--- config.mk ---
export PLATFORM = sky130hd
export DESIGN_NAME = fdc_cmd_seq
export DESIGN_NICKNAME = d
export VERILOG_FILES = /design/src/rtl/fdc_cmd_seq.sv
export SDC_FILE = /design/constraint.sdc
export NUM_CORES = 1
export LEC_CHECK = 0
export ABC_CLOCK_PERIOD_IN_PS = 3100
export BUFFER_PORTS_ARGS = -buffer_cell sky130_fd_sc_hd__buf_2
export CAP_MARGIN = 20
export CORE_UTILIZATION = 37
export DETAILED_ROUTE_END_ITERATION = 16
export GPL_ROUTABILITY_DRIVEN = 0
export PLACE_DENSITY = 0.63
export SKIP_LAST_GASP = 1
export SLEW_MARGIN = 30
export SYNTH_ARGS = -nofsm -noshare
export SYNTH_HDL_FRONTEND = slang
export SYNTH_SLANG_ARGS = --single-unit
--- constraint.sdc ---
create_clock -name clk -period 3.1 [get_ports clk]
set_input_delay 0.155 -clock clk [delete_from_list [all_inputs] [get_ports clk]]
set_output_delay 0.155 -clock clk [all_outputs]
set_load 0.005 [all_outputs]
--- src/rtl/fdc_cmd_seq.sv ---
module fdc_cmd_seq #(
  parameter int NPAR = 8,
  parameter int NRES = 7,
  parameter int NDRV = 4
) (
  input  logic       clk,
  input  logic       rst_n,
  input  logic       ctl_we,
  input  logic [7:0] ctl_wdata,
  input  logic       fifo_we,
  input  logic [7:0] fifo_wdata,
  input  logic       fifo_re,
  output logic [7:0] fifo_rdata,
  output logic [7:0] stat,
  input  logic       xfer_done,
  output logic       irq
);
  localparam int PW = $clog2(NPAR + 1);
  localparam int RW = $clog2(NRES + 1);
  localparam int CW = $clog2(NDRV + 1);
  localparam logic [4:0] OP_HOME = 5'h07, OP_SEEK = 5'h0F, OP_READ = 5'h06, OP_SENSE = 5'h08;

  typedef enum logic [2:0] {S_RST, S_IDLE, S_PAR, S_EXEC, S_RES} ph_t;

  ph_t           ph;
  logic [4:0]    op;
  logic [7:0]    par [NPAR];
  logic [7:0]    res [NRES];
  logic [PW-1:0] pidx;
  logic [RW-1:0] ridx, rcnt;
  logic [CW-1:0] pend;
  logic [7:0]    sbyte, cyl;
  logic          seek_pend;

  function automatic logic [PW-1:0] need(input logic [4:0] o);
    case (o)
      OP_HOME: need = PW'(1);
      OP_SEEK: need = PW'(2);
      OP_READ: need = PW'(NPAR);
      default: need = '0;
    endcase
  endfunction

  wire cmd_wr = fifo_we && ph == S_IDLE;
  wire par_wr = fifo_we && ph == S_PAR;
  wire go = (cmd_wr && need(fifo_wdata[4:0]) == '0) || (par_wr && pidx == need(op) - PW'(1));
  wire [4:0] go_op = cmd_wr ? fifo_wdata[4:0] : op;
  wire [7:0] p0 = (par_wr && pidx == PW'(0)) ? fifo_wdata : par[0];
  wire [7:0] p1 = (par_wr && pidx == PW'(1)) ? fifo_wdata : par[1];
  wire [CW-1:0] drv_next = CW'(NDRV) - pend;

  always_comb begin
    case (ph)
      S_IDLE:  stat = 8'h80;
      S_PAR:   stat = 8'h90;
      S_EXEC:  stat = 8'h10;
      S_RES:   stat = 8'hD0;
      default: stat = 8'h00;
    endcase
  end
  assign fifo_rdata = (ph == S_RES) ? res[ridx] : 8'h00;

  always_ff @(posedge clk or negedge rst_n) begin
    if (!rst_n) begin
      ph <= S_RST; op <= '0; pidx <= '0; ridx <= '0; rcnt <= '0;
      pend <= '0; sbyte <= '0; cyl <= '0; seek_pend <= 1'b0; irq <= 1'b0;
    end else if (ctl_we) begin
      if (!ctl_wdata[2]) begin
        ph <= S_RST; irq <= 1'b0;
      end else if (ph == S_RST) begin
        ph <= S_IDLE; irq <= 1'b1; pend <= CW'(NDRV);
        cyl <= '0; sbyte <= '0; seek_pend <= 1'b0;
      end
    end else begin
      case (ph)
        S_IDLE: if (fifo_we) begin
          op <= fifo_wdata[4:0];
          pidx <= '0;
          if (fifo_wdata[4:0] != OP_SENSE && pend != '0) begin
            pend <= '0; sbyte <= '0;
          end
          if (need(fifo_wdata[4:0]) != '0) ph <= S_PAR;
        end
        S_PAR: if (fifo_we) begin
          par[pidx] <= fifo_wdata;
          pidx <= pidx + PW'(1);
        end
        S_EXEC: if (xfer_done) begin
          res[0] <= {5'b0, par[0][2:0]};
          res[1] <= 8'h00;
          res[2] <= 8'h00;
          for (int i = 3; i < NRES; i++) res[i] <= par[i - 2];
          rcnt <= RW'(NRES); ridx <= '0; irq <= 1'b1; ph <= S_RES;
        end
        S_RES: if (fifo_re) begin
          if (ridx == '0) irq <= 1'b0;
          ridx <= ridx + RW'(1);
          if (ridx == rcnt - RW'(1)) ph <= S_IDLE;
        end
        default: ;
      endcase
      if (go) begin
        case (go_op)
          OP_SENSE: begin
            irq <= 1'b0; ph <= S_RES; ridx <= '0;
            if (pend != '0) begin
              res[0] <= 8'hC0 | 8'(drv_next);
              res[1] <= 8'h00;
              rcnt <= RW'(2);
              pend <= pend - CW'(1);
            end else if (seek_pend) begin
              res[0] <= sbyte; res[1] <= cyl; rcnt <= RW'(2); seek_pend <= 1'b0;
            end else begin
              res[0] <= 8'h80; rcnt <= RW'(1);
            end
          end
          OP_HOME: begin
            cyl <= '0; sbyte <= {6'b001000, p0[1:0]}; seek_pend <= 1'b1; irq <= 1'b1; ph <= S_IDLE;
          end
          OP_SEEK: begin
            cyl <= p1; sbyte <= {6'b001000, p0[1:0]}; seek_pend <= 1'b1; irq <= 1'b1; ph <= S_IDLE;
          end
          OP_READ: ph <= S_EXEC;
          default: begin
            res[0] <= 8'h80; rcnt <= RW'(1); ridx <= '0; ph <= S_RES;
          end
        endcase
      end
    end
  end
endmodule

==> results.yml <==
global_route:
  grt_max_degree: 36
  grt_pass1_wl_um: 19800
  grt_use_total_pct: 16.5
  grt_overflow: 0
  antenna_found_initial: 0
  grt_pass1_vias: 3891
drt:
  viasPerCell: 5.31
  wirelength_um: 12100
  drc: 0
  vias: 3783
  drtIter0Drc: 300
  ant_nets: 0
  first_pass_iters: 5
  post_drt_wl_per_cell_um: 16.9
synth:
  synth_edf_count: 83
  yosysSeqAreaShare_pct: 60.5
  ys_ff_latch: 122
  synth_top_area_share_pct: 43.5
  syn_inst: 458
  synth-async-reset-ratio_pct: 32.0
  syn_area_mm2: 0.00573
  netlist_top_cells_area: "edfxtp_1 (43%), dfrtp_1 (17%), mux2i_1 (6.1%)"
  synth_area_leader_cell: "edfxtp_1"
  synth_cell_types: 67
  ys.flop_type: "edfxtp_1"
  ys_warn_count: 0
  syn_avg_cell_area_um2: 12.5
placed_design:
  hpwl_um: 8340
  dp.cells: 671
  portBuffers: 26
  preCtsSetupSlack_ns: -0.0724
clock_network:
  cts.clk_slew.worst_paths_ns: 0.06
  clk_latency_ns: 0.42
  cts_max_path_buffers: 2
  cts_sinks: 122
  cts_tree: "yes"
  cts_buffers: 17
  clockRootBuffer: "clkbuf_16"
  htreeDepth: 4
setup_path:
  ff2ff_path_depth: 11
  max_stage_delay_ns: 0.39
  critPathSlowestCell: "dfrtp_1"
  critical_path_class: "reg2reg"
  worstPathRequired_ns: 3.23
  r2r_start: "op[4]$_DFFE_PN0P_"
  path_cells: "and4b_2 -> nand2_1 -> ha_4 -> xnor2_2 -> a2111oi_4 -> o211ai_4 -> buf_6 -> o31a_1 -> or2_2 -> nand3_1 -> buf_6"
  cp-start-kind: "flip-flop"
  r2r_setup_slack_ns: 0.09
  crit_top_cell: "buf_6"
  crit_path_max_fanout: 8
  critical_path.reg2reg.endpoint: "res[0][0]$_DFFE_PP_"
  arrival_ns: 3.15
  end_kind: "flip-flop"
finish:
  fillCellCount: 1363
  diodes: 0
  final_common_cell: "edfxtp_1"
  nets: 543
  fin_cells: 713
  final_layout_size_suffix_gt1_share_pct: 22.1
  layout_common_cells: "edfxtp_1 (83), nor2_1 (43), dfrtp_1 (39)"
  syn_to_final_growth_pct: 19.4
worst_hold_path:
  worstHoldPathCells: 1
  min_to: "par[4][2]$_DFFE_PP_"
  min_from: "fifo_wdata[2]"
  hold_class: "in2reg"
pwr:
  cellPowerDensity_mw_per_mm2: 769
  leakage_nw: 2.70
  peakVddDrop_uv: 427
run:
  drv_cap: 0
timing:
  min_period_ns: 3.01
  setup_ws_ns: 0.0856
  relSlewSlack_pct: 54.1
  period_share_pct: 97.2
  slew_viol_final: 0
  finalSetupViolCount: 0
  tightest_slew_ns: 0.678
  fmax_ghz: 0.332
  finClkSkew_ns: 0.00594
  hold_viol: 0
floorplan:
  rows: 45
  die_height_um: 126
  start_util_pct: 37.9
  die-area_mm2: 0.0160
  die-width_um: 126
  coreArea_mm2: 0.0151
  io_pins: 39
run_status:
  status: "finished clean"
## cell type report
type	instances	area, um^2	area share (%)
clock buffer	19	433	6.32
inverter	15	56.3	0.823
sequential	122	3470	50.7
multi-input combinational	299	2150	31.4
clock inverter	13	121	1.77
tap	188	235	3.44
timing repair buffer	57	380	5.56
## power breakdown
part,total [mW],switching (mW),internal (mW)
logic,1.41,0.809,0.600
clock network,1.83,0.727,1.10
registers,2.02,0.135,1.89
total,5.26,1.67,3.59
## per-layer routing
| metal | track usage (%) | routed length, um | vias up |
|---|---|---|---|
| li1 | - | - | 1797 |
| met1 | 20.9 | 5310 | 1862 |
| met2 | 26.5 | 5890 | 102 |
| met3 | 3.92 | 586 | 22 |
| met4 | 8.01 | 291 | 0 |
| met5 | 0 | 0 | - |
## cells by family (layout without fill, tap and decap cells)
group / Yosys count / in the layout / share of synthesized area, %
buf+inv: 41 / 104 / 3.14
simple gates: 151 / 151 / 14.2
xor+xnor: 6 / 6 / 1.18
flops: 122 / 122 / 60.5
fa+ha+maj: 9 / 9 / 1.96
other cells: 1 / 5 / 0.0654
compound gates: 79 / 79 / 10.1
mux: 49 / 49 / 8.86
## cell usage after synthesis, drive strengths merged, types with 2 or more instances
cell type	instances
and2	19
xnor2	4
a211oi	9
nand3b	2
nor4	2
mux2	14
a31o	2
dfrtp	39
a22o	3
o31ai	3
ha	9
a21o	2
nor2b	8
clkbuf	16
nand3	9
nor3	13
a31oi	2
o211ai	2
nor3b	2
buf	10
nand2	27
inv	15
nor2	44
and3	3
edfxtp	83
a21oi	20
nand2b	3
a311oi	8
or2	3
nor4b	2
or3	5
o21ai	15
nand4bb	3
mux2i	35
## worst max-delay path: cells and delay by family (launching register included)
family / cells / cell delay [ns]
compound gates: 3 / 0.81
xor+xnor: 1 / 0.14
flops: 1 / 0.39
buf+inv: 2 / 0.29
simple gates: 4 / 0.84
fa+ha+maj: 1 / 0.25
## stage by stage
stage                     util [%]  power (mW)  hold slack [ns]  TNS [ns]  area (um^2)
final                         45.2        5.26           0.0754         0         6850
after global routing          45.2        5.54           0.0807    -0.118         6850
after global placement        40.6        3.36           0.0956         0         6150
after detailed placement      40.6        3.41            0.104   -0.0928         6150
after CTS                     44.6        5.26           0.0648         0         6750
after floorplan                  -        2.99           -0.141         0         5750
## how the worst max path moves through the flow
stage	cells after the start	endpoint	startpoint	slack, ns
6_report	11	res[0][0]$_DFFE_PP_	op[4]$_DFFE_PN0P_	0.09
5_1_grt	11	res[0][0]$_DFFE_PP_	op[4]$_DFFE_PN0P_	-0.02
4_1_cts	9	res[1][6]$_SDFFCE_PN0P_	op[4]$_DFFE_PN0P_	0.002
3_5_place_dp	9	res[0][6]$_SDFFCE_PP0P_	op[4]$_DFFE_PN0P_	-0.07
3_3_place_gp	9	res[0][6]$_SDFFCE_PP0P_	op[4]$_DFFE_PN0P_	0.1
2_1_floorplan	10	res[0][0]$_DFFE_PP_	op[4]$_DFFE_PN0P_	0.13
## state kept, by name, summed over array words and instances, names as in the netlist
signal,flops
res,48
par,35
cyl,8
sbyte,8
op,5
pidx,4
pend,3
ph,3
rcnt,3
ridx,3
irq,1
seek_pend,1
## what timing repair did
item	CTS	global route
resized for setup	1	10
endpoints found under the setup margin	11	27
hold endpoints to repair	27	0
setup buffers	0	6
hold buffers	4	0
pin swaps	0	2
(Power assumes the default switching activity.)
